--- src/rtl/spn_pkg.sv ---
package spn_pkg;
    typedef enum logic [1:0] {
        ACT_HOLD = 2'd0,
        ACT_UP   = 2'd1,
        ACT_DOWN = 2'd2
    } ctr_act_e;
endpackage

--- src/rtl/spn_ctr.sv ---
module spn_ctr
    import spn_pkg::*;
#(
    parameter int CW = 2
) (
    input  logic          clk,
    input  logic          rst_n,
    input  ctr_act_e      act_i,
    output logic [CW-1:0] state_o
);
    localparam logic [CW-1:0] ST_WEAK = {1'b1, {(CW-1){1'b0}}};
    localparam logic [CW-1:0] ST_TOP  = '1;
    localparam logic [CW-1:0] ST_BOT  = '0;
    localparam logic [CW-1:0] STEP    = 1;

    logic [CW-1:0] state_q;
    logic [CW-1:0] state_d;

    always_ff @(posedge clk) begin
        if (!rst_n) state_q <= ST_WEAK;
        else        state_q <= state_d;
    end

    always_comb begin
        state_d = state_q;
        unique case (act_i)
            ACT_HOLD: state_d = state_q;
            ACT_UP:   if (state_q != ST_TOP) state_d = state_q + STEP;
            ACT_DOWN: if (state_q != ST_BOT) state_d = state_q - STEP;
            default:  state_d = state_q;
        endcase
    end

    assign state_o = state_q;
endmodule

--- src/rtl/spn_ovr_reg.sv ---
module spn_ovr_reg #(
    parameter int NT = 16
) (
    input  logic          clk,
    input  logic          rst_n,
    input  logic          wr_i,
    input  logic [NT-1:0] en_i,
    input  logic [NT-1:0] val_i,
    output logic [NT-1:0] en_o,
    output logic [NT-1:0] val_o
);
    logic [NT-1:0] en_q;
    logic [NT-1:0] val_q;

    always_ff @(posedge clk) begin
        if (!rst_n) begin
            en_q  <= '0;
            val_q <= '0;
        end else if (wr_i) begin
            en_q  <= en_i;
            val_q <= val_i;
        end
    end

    assign en_o  = en_q;
    assign val_o = val_q;
endmodule

--- src/rtl/spawn_predictor.sv ---
module spawn_predictor
    import spn_pkg::*;
#(
    parameter int NT = 16,
    parameter int CW = 2,
    localparam int TW = $clog2(NT)
) (
    input  logic          clk,
    input  logic          rst_n,
    input  logic [TW-1:0] lk_type_i,
    output logic          spawn_o,
    input  logic          upd_valid_i,
    input  logic [TW-1:0] upd_type_i,
    input  logic          upd_hard_i,
    input  logic          cfg_wr_i,
    input  logic [NT-1:0] cfg_en_i,
    input  logic [NT-1:0] cfg_val_i
);
    logic [NT*CW-1:0] ctr_flat;
    logic [NT-1:0]    ovr_en;
    logic [NT-1:0]    ovr_val;
    ctr_act_e         act [NT];

    spn_ovr_reg #(.NT(NT)) u_ovr (
        .clk   (clk),
        .rst_n (rst_n),
        .wr_i  (cfg_wr_i),
        .en_i  (cfg_en_i),
        .val_i (cfg_val_i),
        .en_o  (ovr_en),
        .val_o (ovr_val)
    );

    for (genvar t = 0; t < NT; t++) begin : g_ent
        always_comb begin
            if (upd_valid_i && (upd_type_i == TW'(t)))
                act[t] = upd_hard_i ? ACT_DOWN : ACT_UP;
            else
                act[t] = ACT_HOLD;
        end

        spn_ctr #(.CW(CW)) u_ctr (
            .clk     (clk),
            .rst_n   (rst_n),
            .act_i   (act[t]),
            .state_o (ctr_flat[t*CW +: CW])
        );
    end

    logic [CW-1:0] lk_state;

    always_comb begin
        lk_state = ctr_flat[lk_type_i*CW +: CW];
        if (ovr_en[lk_type_i]) spawn_o = ovr_val[lk_type_i];
        else                   spawn_o = lk_state[CW-1];
    end
endmodule

--- config.mk ---
export PLATFORM = sky130hd
export DESIGN_NAME = spawn_predictor
export DESIGN_NICKNAME = d
export VERILOG_FILES = /design/src/rtl/spn_pkg.sv /design/src/rtl/spn_ctr.sv /design/src/rtl/spn_ovr_reg.sv /design/src/rtl/spawn_predictor.sv
export SDC_FILE = /design/constraint.sdc
export NUM_CORES = 1
export LEC_CHECK = 0
export ABC_AREA = 1
export BUFFER_PORTS_ARGS = -buffer_cell sky130_fd_sc_hd__buf_2
export CORE_ASPECT_RATIO = 0.6
export CORE_MARGIN = 2
export CORE_UTILIZATION = 45
export CTS_CLUSTER_SIZE = 24
export DETAILED_ROUTE_END_ITERATION = 7
export GPL_TIMING_DRIVEN = 0
export PLACE_DENSITY = 0.72
export SLEW_MARGIN = 20
export SYNTH_ARGS = -nofsm -noshare
export SYNTH_HDL_FRONTEND = slang
export SYNTH_SLANG_ARGS = --single-unit
--- constraint.sdc ---
create_clock -name clk -period 1.6 [get_ports clk]
set_input_delay 0.24 -clock clk [delete_from_list [all_inputs] [get_ports clk]]
set_output_delay 0.24 -clock clk [all_outputs]
set_load 0.01 [all_outputs]
Word-level counts from Yosys, hierarchy flattened. Index checks and enable logic that the tools add are counted.

$add $sub $neg: 32. $lt $le $gt $ge: 1. Equal/unequal tests: 95. Shifts and indexed selects: 1. Multiplexer cells: 70. Reduce and logical (&&, ||, !) cells: 65.

Operators with widths (number): $mux W2 (49); $ne A2 B1 Y1 const B (32); $pmux W2 S2 (16); $reduce_bool A2 Y1 (32); $reduce_and A3 Y1 (16); $add A2 B1 Y2 const B (16); $eq A2 B1 Y1 const B (16); $eq A2 B2 Y1 const B (16); $eq A4 B4 Y1 const B (8); $ne A2 B2 Y1 const B (16); $shiftx A32 B6 Y2 (1); $sub A2 B1 Y2 const B (16); $eq A4 B3 Y1 const B (4); $logic_and A1 B1 Y1 (16); $bmux W1 S4 (2); $eq A4 B2 Y1 const B (2); $lt A4 B5 Y1 const B (1); $eq A4 B1 Y1 const B (1); $logic_not A4 Y1 (1); $mux W1 (3).

Register bits after elaboration: 64. Input port bits: 45. Output and inout bits: 1. Logic and storage cells: 282.

Longest topological paths before layout. Gate-level depths: netlist (run 1).

Word-level depth: 6. Gate-level depth with buffers: 11. Gate-level depth less buffers: 9.

Hierarchy. A second synthesis (run 1) with hierarchy kept.

Cells, all modules: 701. Area total of the unflattened synthesis: 4088.9 um2.

By module, submodules not included: spn_ctr (times used 16, cells each 19, area each 118.9 um2, sequential area each 40.0 um2); spn_ovr_reg (times used 1, cells each 202, area each 1335.0 um2, sequential area each 640.6 um2); spawn_predictor (times used 1, cells each 195, area each 852.1 um2, sequential area each 0.0 um2).

Least setup slack after synthesis (run 1). Ideal clock, no wire load.

Path type: in2out. From: input lk_type_i[0]. To: output spawn_o. Arrival: 1000 ps. Required time: 1360 ps. Path slack: 360 ps. Stages: 9. Buffers on the path: 2. Path through: buf_6 > buf_6 > o21ai_0 > nand2_1 > nand3_1 > nand3_1 > nand2_1 > nand2_1 > nand2_1.

Word-level cells in the longest chain between the ends: 3. Elaborated cells between the ends (all ways): 6. Classes of those cells: 1 x shift; 5 x mux.

RTL lines: from (decl) (line spawn_predictor.sv:10) `input logic [TW-1:0] lk_type_i,`; branches (longest 2 deep; another with $shiftx A32 B6 Y2); $mux W1 * (line spawn_predictor.sv:54) `if (ovr_en[lk_type_i]) spawn_o = ovr_val[lk_type_i];`; to (decl) (line spawn_predictor.sv:11) `output logic spawn_o,`.

Every way passes the cells marked *. The select of a mux whose other input is x is not followed.

Worst setup path after layout (run 1).
From: register u_ovr.en_q[6] (netlist: u_ovr.en_o[6]). To: output spawn_o.

Word-level cells in the longest chain between the ends: 3.

RTL lines: from (decl) (line spn_ovr_reg.sv:12) `logic [NT-1:0] en_q;`; from (signal assigned) (line spn_ovr_reg.sv:20) `en_q <= en_i;`; $bmux W1 S4 (line spawn_predictor.sv:54); $mux W1 (not written as such) (line spawn_predictor.sv:54); $mux W1 (line spawn_predictor.sv:54).

Every way passes these cells. The select of a mux whose other input is x is not followed.

==> results.py, run 1 <==
metrics = {
    "detailed_routing": {
        "via_count": 3312,
        "drtIter0Drc": 351,
        "wl_mm": 9.052,
        "wl_met2_mm": 3.640,
        "drc": 0,
        "ant_nets": 0,
        "maxUsedRoutingLayer": "met4",
        "firstDrtPassIters": 5,
        "viasPerCell": 5.430,
        "wl_met1_mm": 4.524,
        "wl_per_cell_um": 14.84,
        "met3_length_um": 817,
    },
    "synth": {
        "synth_cell_type_count": 24,
        "syn_area_per_cell_sq_um": 6.826,
        "synth_area_leaders": "dfxtp_1 (41%), nand3_1 (11%), o21ai_0 (8.2%), a21oi_1 (7.6%), inv_1 (7.1%)",
        "ys_seq_elements": 64,
        "netlist_area_sq_um": 3161,
        "syn-num-nets": 508,
        "ys_seq_area_frac": 0.4054,
        "synth_edf_count": 0,
        "yosysMostFrequentCell": "nand3_1",
        "synth_common_cells": "nand3_1 (71), dfxtp_1 (64), inv_1 (60), nand2_1 (56), o21ai_0 (52)",
        "ys.flop_type": "dfxtp_1",
        "yosysWarnings": 0,
        "yosysTopAreaCellShare": 0.4054,
        "syn_inst": 463,
        "synthArstFlopShare": 0,
        "yosys.area.top_type": "dfxtp_1",
    },
    "power_and_ir_drop": {
        "leakagePower_nw": 1.664,
        "power_density_nw_per_um2": 1083,
        "peakVddDrop_v": 0.0007408,
        "p_total_mw": 4.130,
    },
    "timing": {
        "rsz0062_at_grt": "yes",
        "final-setup-viol-count": 1,
        "fin_crit_sh": 1.025,
        "worst_slew_pin_slew_ns": 0.5432,
        "slew_headroom": 0.6379,
        "final_max_slew_viol_count": 0,
        "finalClockSkew_ns": 0.002760,
        "hold_viol_final": 0,
        "min_period_ns": 1.640,
        "fin_ws_ns": -0.04048,
        "max_freq_ghz": 0.6096,
    },
    "job": {
        "cap_violations": 0,
    },
    "die": {
        "die_x_um": 112.2,
        "core_area_sq_um": 6734,
        "die_height_um": 68.92,
        "row_count": 23,
        "io_pins": 46,
        "dieArea_sq_um": 7732,
        "initial_utilization": 0.4693,
    },
    "global_routing": {
        "track_usage": 0.2519,
        "antenna_found_initial": 0,
        "grt.overflow.total": 0,
        "grt_first_pass_wirelength_mm": 14.68,
        "grt_max_degree": 11,
        "grt_pass1_vias": 2961,
    },
    "final_layout": {
        "final_cells": 610,
        "drive_above_1_share": 0.1606,
        "fill_cells": 668,
        "nNetsFinal": 563,
        "finish.utilization": 0.5665,
        "final_cell_area_sq_um": 3815,
        "syn_to_final_growth_pct": 20.70,
        "antennaDiodeCount": 0,
    },
    "hold_path": {
        "whs_path_depth": 3,
        "min_path_type": "primary input to flip-flop",
    },
    "critical_path": {
        "critPathArrivalTime_ns": 1.40,
        "crit_top_cell": "nand2_1",
        "cp_num_buf_inv": 3,
        "cp_cell_sequence": "inv_1, o21ai_2, nand2_1, nand3_1, nand3_1, nand2_1, inv_1, nand2_1, nand2_1, buf_2",
        "critPathSlowestCell": "dfxtp_1",
        "critPathTopFamily": "simple AND/OR/NAND/NOR gates",
        "crit_fanout": 2,
        "worstSetupPathType": "flip-flop to output port",
        "start_kind": "flip-flop",
        "cpPeakStageDelay_ns": 0.30,
        "reg2reg_depth": 5,
        "crit_required_ns": 1.36,
        "cp.depth": 10,
        "cp-end-kind": "output port",
    },
    "clock_network": {
        "htreeDepth": 3,
        "clock_sinks": 64,
        "cts_max_path_buffers": 2,
        "tritoncts": "done",
        "cts_root_buffer": "clkbuf_16",
        "clk_latency_ns": 0.34,
        "cts_buffers": 9,
        "path_clk_slew_ns": 0.05,
    },
    "placed_design": {
        "port_buffers": 43,
        "dp.cells": 593,
        "place_ws_ns": 0.1137,
        "place.gp.congestion": 0.9085,
        "placed_cell_area_sq_um": 3485,
        "dp_hpwl_mm": 6.646,
    },
    "outcome": {
        "status": "finished with violations",
        "violations": "setup timing",
    },
}
cell usage in the layout, fill, tap and decap left out:
cell type	n
a211oi_1	8
a21oi_1	47
a21oi_2	1
a311oi_1	2
buf_2	49
buf_4	3
buf_6	4
bufinv_16	1
clkbuf_1	16
clkbuf_16	9
clkbuf_8	2
clkinv_1	1
clkinv_2	2
dfxtp_1	61
dfxtp_2	3
inv_1	59
inv_2	2
inv_4	1
nand2_1	56
nand3_1	70
nand3_2	2
nor2_1	51
nor4_1	1
o211ai_1	3
o21a_1	1
o21ai_0	50
o21ai_1	8
o21ai_2	2
o31ai_1	5
o41ai_2	2
or2_4	1
per-layer routing:
layer  up-vias  global-route usage
li1       1655                   -
met1      1529              0.3565
met2       123              0.3607
met3         5             0.09615
met4         0             0.06250
met5         -                   0
state kept, by name, indices dropped and copies added (netlist names):
register	cells
g_ent.u_ctr.state_o	32
u_ovr.en_o	16
u_ovr.val_o	16
tightest hold or removal path: stages:
cell and delay, ns:
buf_2 0.08, nor2_1 0.03, nor2_1 0.08
report_power, final:
part           total (mW)  switching, mW  leakage [nW]  internal [mW]
Combinational       0.458          0.298         0.989          0.160
Sequential           1.70         0.0324         0.525           1.67
Clock                1.97          0.688         0.150           1.28
area by class of cell:
cell class	instances	area [sq um]	area share
clock inverter	3	40.04	0.01050
multi-input combinational	310	1516	0.3975
clock buffer	13	260.3	0.06822
timing repair buffer	44	222.7	0.05838
buffer	26	142.6	0.03739
sequential	64	1285	0.3368
tap	87	108.9	0.02853
inverter	63	239.0	0.06264
logic make-up after synthesis:
logic type,count (synthesis),synth area share
compound gates,129,0.2272
simple gates,181,0.2466
buf+inv,89,0.1207
flops,64,0.4054
final timing paths:
| path | endpoint | slack (ns) | startpoint |
|---|---|---|---|
| min | u_ovr.en_o[7] | 0.13 | cfg_en_i[7] |
| min reg2reg | g_ent[3].u_ctr.state_o[1] | 0.45 | g_ent[3].u_ctr.state_o[1] |
| max reg2reg | g_ent[4].u_ctr.state_o[0] | 0.54 | g_ent[4].u_ctr.state_o[0] |
| max | spawn_o | -0.04 | u_ovr.en_o[6] |
metrics by stage:
step	hold WS [ns]	TNS, ns
finish	0.1308	-0.04048
global placement	0.4406	0
global route	0.1346	-0.1742
CTS	0.1252	-0.03783
detailed placement	0.4441	0
floorplan	0.3749	0
timing repair:
item / 4_1_cts / 5_1_grt
resized for setup: 9 / 2
pin swaps: 1 / 1
setup buffers: 1 / 0
endpoints found under the setup margin: 1 / 1
hold buffers: 0 / 0
endpoints found under the hold margin: 0 / 0
(Power assumes the default switching activity.)
==> run 2: changes to the inputs <==
--- a/config.mk
+++ b/config.mk
@@ -9,11 +9,11 @@
 export BUFFER_PORTS_ARGS = -buffer_cell sky130_fd_sc_hd__buf_2
 export CORE_ASPECT_RATIO = 0.6
 export CORE_MARGIN = 2
-export CORE_UTILIZATION = 45
+export CORE_UTILIZATION = 60
 export CTS_CLUSTER_SIZE = 24
 export DETAILED_ROUTE_END_ITERATION = 7
 export GPL_TIMING_DRIVEN = 0
-export PLACE_DENSITY = 0.72
+export PLACE_DENSITY = 0.9
 export SLEW_MARGIN = 20
 export SYNTH_ARGS = -nofsm -noshare
 export SYNTH_HDL_FRONTEND = slang
==> run 2 against run 1 <==
Net effect: the run still ends with setup timing left; die area shrank 24%; critical path depth unchanged; clock power is 39% lower; largest power group is now sequential cells.
==> results.py, run 2 (same netlist as run 1, synthesis figures left out) <==
metrics = {
    "outcome": {
        "status": "finished with violations",
        "violations": "setup timing",
    },
    "clock_network": {
        "clock_sinks": 64,
        "htreeDepth": 3,
        "cts_root_buffer": "clkbuf_8",
        "tritoncts": "done",
        "cts_buffers": 9,
        "clk_latency_ns": 0.35,
        "path_clk_slew_ns": 0.07,
        "cts_max_path_buffers": 2,
    },
    "timing": {
        "fin_crit_sh": 1.065,
        "hold_viol_final": 0,
        "max_freq_ghz": 0.5871,
        "final-setup-viol-count": 1,
        "rsz0062_at_grt": "yes",
        "slew_headroom": 0.6195,
        "final_max_slew_viol_count": 0,
        "fin_ws_ns": -0.1032,
        "worst_slew_pin_slew_ns": 0.5707,
        "min_period_ns": 1.703,
        "finalClockSkew_ns": 0.003683,
    },
    "final_layout": {
        "finish.utilization": 0.7192,
        "syn_to_final_growth_pct": 15.60,
        "nNetsFinal": 564,
        "mostFrequentLayoutCell": "nand3_1",
        "largest_reg_flops": 32,
        "final_cell_area_sq_um": 3654,
        "final_cell_mix": "nand3_1 (70), dfxtp_1 (60), inv_1 (58)",
        "drive_above_1_share": 0.1641,
        "final_cells": 590,
        "antennaDiodeCount": 0,
    },
    "detailed_routing": {
        "via_count": 3488,
        "drc": 0,
        "firstDrtPassIters": 5,
        "wl_per_cell_um": 15.37,
        "wl_mm": 9.067,
        "drtIter0Drc": 364,
        "viasPerCell": 5.912,
        "ant_nets": 0,
    },
    "global_routing": {
        "grt.overflow.total": 0,
        "track_usage": 0.3207,
        "antenna_found_initial": 0,
        "grt_pass1_vias": 3124,
        "grt_first_pass_wirelength_mm": 14.70,
        "grt_max_degree": 12,
    },
    "placed_design": {
        "port_buffers": 43,
        "dp_hpwl_mm": 6.452,
        "place.gp.congestion": 0.9162,
        "dp.cells": 572,
        "placed_cell_area_sq_um": 3458,
    },
    "power_and_ir_drop": {
        "peakVddDrop_v": 0.0005606,
        "power_density_nw_per_um2": 921.2,
        "leakagePower_nw": 1.600,
    },
    "critical_path": {
        "crit_required_ns": 1.36,
        "cp-startpoint": "u_ovr.en_o[10]",
        "worstSetupPathType": "flip-flop to output port",
        "start_kind": "flip-flop",
        "critPathArrivalTime_ns": 1.46,
        "reg2reg_depth": 5,
        "cp-end-kind": "output port",
        "crit_fanout": 2,
        "r2r-start": "g_ent[4].u_ctr.state_o[0]",
    },
    "die": {
        "core_area_sq_um": 5080,
        "die_height_um": 60.22,
        "die_x_um": 97.70,
        "dieArea_sq_um": 5883,
        "initial_utilization": 0.6222,
        "io_pins": 46,
        "row_count": 20,
    },
    "hold_path": {
        "whs_path_depth": 3,
        "min_path_type": "primary input to flip-flop",
        "hold_start": "cfg_val_i[4]",
    },
    "job": {
        "cap_violations": 0,
    },
}
run 2: stage by stage:
step | hold slack, ns | setup slack (ns) | TNS [ns] | power, mW
floorplan | 0.3749 | 0.3597 | 0 | 2.002
global placement | 0.4347 | 0.1305 | 0 | 2.148
detailed placement | 0.4468 | 0.1035 | 0 | 2.168
CTS | 0.1079 | -0.05391 | -0.05391 | 3.339
global route | 0.1234 | -0.2012 | -0.2012 | 3.489
finish | 0.1133 | -0.1032 | -0.1032 | 3.366
run 2: path summary, 6_finish.rpt:
| path | to | slack (ns) |
|---|---|---|
| min | u_ovr.val_o[4] | 0.11 |
| max | spawn_o | -0.10 |
| min reg2reg | u_ovr.en_o[5] | 0.46 |
| max reg2reg | g_ent[4].u_ctr.state_o[0] | 0.53 |
run 2: repair_timing:
item | 4_1_cts | 5_1_grt
endpoints found under the setup margin | 1 | 1
resized for setup | 8 | 3
pin swaps | 3 | 7
hold buffers | 0 | 0
buffers inserted | 1 | 1
run 2: cell type report:
type                       instances  area (sq um)
multi-input combinational        310          1509
fill                             419          1426
sequential                        64          1286
inverter                          63         239.0
timing repair buffer              45         230.2
buffer                            26         142.6
clock buffer                      10         127.6
tap                               66         82.58
clock inverter                     6         36.28
run 2: power by group:
group          total [mW]  switching, mW  internal [mW]
combinational       0.462          0.301          0.161
clock                1.21          0.652          0.553
sequential           1.70         0.0342           1.66
run 2: metal layers:
metal	GRT usage	vias up	part of all wire
met4	0.1032	0	0.015
li1	-	1665	-
met5	0	-	0
met3	0.07602	19	0.12
met2	0.4867	224	0.42
met1	0.4558	1580	0.45
run 2: critical path, cell delays in order, from the launching register on:
cell	delay, ns
dfxtp_2	0.34
inv_2	0.04
o21ai_2	0.14
nand2_1	0.07
nand3_1	0.09
nand3_1	0.08
nand2_1	0.09
inv_1	0.04
nand2_1	0.05
nand2_1	0.05
buf_2	0.13
==> run 3: changes to the inputs <==
--- a/config.mk
+++ b/config.mk
@@ -9,11 +9,11 @@
 export BUFFER_PORTS_ARGS = -buffer_cell sky130_fd_sc_hd__buf_2
 export CORE_ASPECT_RATIO = 0.6
 export CORE_MARGIN = 2
-export CORE_UTILIZATION = 60
+export CORE_UTILIZATION = 57
 export CTS_CLUSTER_SIZE = 24
 export DETAILED_ROUTE_END_ITERATION = 7
 export GPL_TIMING_DRIVEN = 0
-export PLACE_DENSITY = 0.9
+export PLACE_DENSITY = 0.87
 export SLEW_MARGIN = 20
 export SYNTH_ARGS = -nofsm -noshare
 export SYNTH_HDL_FRONTEND = slang
==> constraint.sdc (replaced) <==
create_clock -name clk -period 1.7 [get_ports clk]
set_input_delay 0.255 -clock clk [delete_from_list [all_inputs] [get_ports clk]]
set_output_delay 0.255 -clock clk [all_outputs]
set_load 0.01 [all_outputs]
==> run 3 against run 2 <==
Net effect: largest power group unchanged; the flow still finishes with violations (setup timing); largest cell class unchanged; flip-flop and latch count is the same; routed wire length grew 2.0%; sequential share of layout area shrank 0.23 points; clock power down 4%; clock skew increased by 0.0047 ns; power is 4.9% lower; clock-buffer cell count rose by 3; worst hold slack better by 0.021 ns; non-clock buffer count down 1; final area grew 0.65%.
==> results.py, run 3 (same netlist as run 1, synthesis figures left out) <==
metrics = {
    "die": {
        "io_pins": 46,
        "dieArea_sq_um": 6176,
        "row_count": 20,
        "die_height_um": 61.68,
        "die_x_um": 100.1,
        "initial_utilization": 0.6072,
        "core_area_sq_um": 5205,
    },
    "power_and_ir_drop": {
        "power_density_nw_per_um2": 870.6,
        "p_total_mw": 3.201,
        "leakagePower_nw": 1.602,
        "p_clk_frac": 0.362,
        "p_seq_frac": 0.499,
        "switching_share": 0.2861,
        "power.internal_mw": 2.285,
        "peakVddDrop_v": 0.0007196,
        "p_switching_mw": 0.9160,
        "p_comb_frac": 0.139,
    },
    "final_layout": {
        "final_cell_area_sq_um": 3677,
        "final_cells": 589,
        "mostFrequentLayoutCell": "nand3_1",
        "final_cell_mix": "nand3_1 (66), dfxtp_1 (60), inv_1 (56)",
        "nNetsFinal": 563,
        "finish.utilization": 0.7065,
        "antennaDiodeCount": 0,
        "largest_reg_flops": 32,
        "drive_above_1_share": 0.1759,
        "syn_to_final_growth_pct": 16.35,
    },
    "clock_network": {
        "clk_latency_ns": 0.35,
        "htreeDepth": 3,
        "cts_root_buffer": "clkbuf_8",
        "path_clk_slew_ns": 0.07,
        "cts_buffers": 9,
        "cts_max_path_buffers": 2,
        "cts-hold-fix-buffers": 0,
        "clock_sinks": 64,
        "tritoncts": "done",
    },
    "timing": {
        "fin_crit_sh": 1.010,
        "final_max_slew_viol_count": 0,
        "final-setup-viol-count": 1,
        "slew_headroom": 0.6132,
        "worst_slew_pin_slew_ns": 0.5802,
        "max_freq_ghz": 0.5825,
        "fin_ws_ns": -0.01678,
        "rsz0062_at_grt": "yes",
        "finalClockSkew_ns": 0.008383,
        "hold_viol_final": 0,
        "fin_setup_tns_ns": -0.01678,
        "min_period_ns": 1.717,
    },
    "outcome": {
        "violations": "setup timing",
        "status": "finished with violations",
    },
    "critical_path": {
        "cpPeakStageDelay_ns": 0.34,
        "critPathSlowestCell": "dfxtp_1",
        "crit_required_ns": 1.44,
        "crit_fanout": 2,
        "critPathArrivalTime_ns": 1.46,
        "cp-end-kind": "output port",
        "cp_cell_sequence": "inv_1, o21ai_2, nand2_1, nand3_1, nand3_1, nand2_2, inv_2, nand2_2, nand2_1, buf_2",
        "start_kind": "flip-flop",
        "worstSetupPathType": "flip-flop to output port",
    },
    "detailed_routing": {
        "ant_nets": 0,
        "firstDrtPassIters": 5,
        "viasPerCell": 5.930,
        "wl_per_cell_um": 15.70,
        "wl_mm": 9.247,
        "drc": 0,
        "via_count": 3493,
        "drtIter0Drc": 395,
    },
    "placed_design": {
        "place.gp.congestion": 0.9031,
        "placed_cell_area_sq_um": 3458,
        "dp_hpwl_mm": 6.602,
        "port_buffers": 43,
        "dp.cells": 572,
    },
    "global_routing": {
        "antenna_found_initial": 0,
        "grt_first_pass_wirelength_mm": 14.74,
        "track_usage": 0.3176,
        "grt.overflow.total": 0,
        "grt_max_degree": 11,
        "grt_pass1_vias": 3114,
    },
    "job": {
        "cap_violations": 0,
    },
    "hold_path": {
        "min_path_type": "primary input to flip-flop",
    },
}
## run 3: power by group through the flow
| stage | clock network [mW] | logic (mW) | registers (mW) |
|---|---|---|---|
| after floorplan | 0 | 0.265 | 1.62 |
| after global placement | 0 | 0.398 | 1.63 |
| final | 1.16 | 0.445 | 1.60 |
| after CTS | 1.15 | 0.424 | 1.59 |
| after global routing | 1.22 | 0.491 | 1.60 |
| after detailed placement | 0 | 0.413 | 1.63 |
## run 3: critical path: cells and delay by family, from the launching register on
| kind | cells | cell delay [ns] |
|---|---|---|
| buffers and inverters | 3 | 0.25 |
| AOI/OAI and AO/OA | 1 | 0.13 |
| DFF | 1 | 0.34 |
| and+or+nand+nor | 6 | 0.40 |
## run 3: routing by layer
metal | vias to the layer above | track usage | routed length [um]
met2 | 212 | 0.4919 | 3938
li1 | 1650 | - | -
met4 | 0 | 0.08219 | 159
met3 | 24 | 0.08627 | 1059
met5 | - | 0 | 0
met1 | 1607 | 0.4462 | 4090
## run 3: per-stage QoR
step / worst slack [ns] / hold WS, ns
4_1_cts: 0.001431 / 0.1323
2_1_floorplan: 0.4297 / 0.3899
3_3_place_gp: 0.2163 / 0.4355
6_report: -0.01678 / 0.1345
5_1_grt: -0.09622 / 0.1488
3_5_place_dp: 0.1888 / 0.4424
## run 3: timing repair
item	in CTS	in global routing
resized for setup	7	15
setup buffers	1	0
setup endpoints to repair	1	1
cloned	0	0
pin swaps	2	5
## run 3: area by class of cell
| class | count | area, sq um |
|---|---|---|
| fill | 438 | 1528 |
| sequential | 64 | 1286 |
| tap | 66 | 82.58 |
| clock buffer | 13 | 148.9 |
| inverter | 63 | 239.0 |
| clock inverter | 3 | 17.52 |
| buffer | 26 | 142.6 |
| multi-input combinational | 310 | 1538 |
| timing repair buffer | 44 | 222.7 |
## run 3: worst paths after layout
path                                     to  slack, ns                      start  cells past startpoint
setup / recovery                    spawn_o      -0.02              u_ovr.en_o[6]                     10
hold / removal               u_ovr.en_o[11]       0.13               cfg_en_i[11]                      3
setup reg to reg  g_ent[7].u_ctr.state_o[0]       0.58  g_ent[7].u_ctr.state_o[0]                      5
hold reg to reg              u_ovr.en_o[10]       0.46             u_ovr.en_o[10]                      2
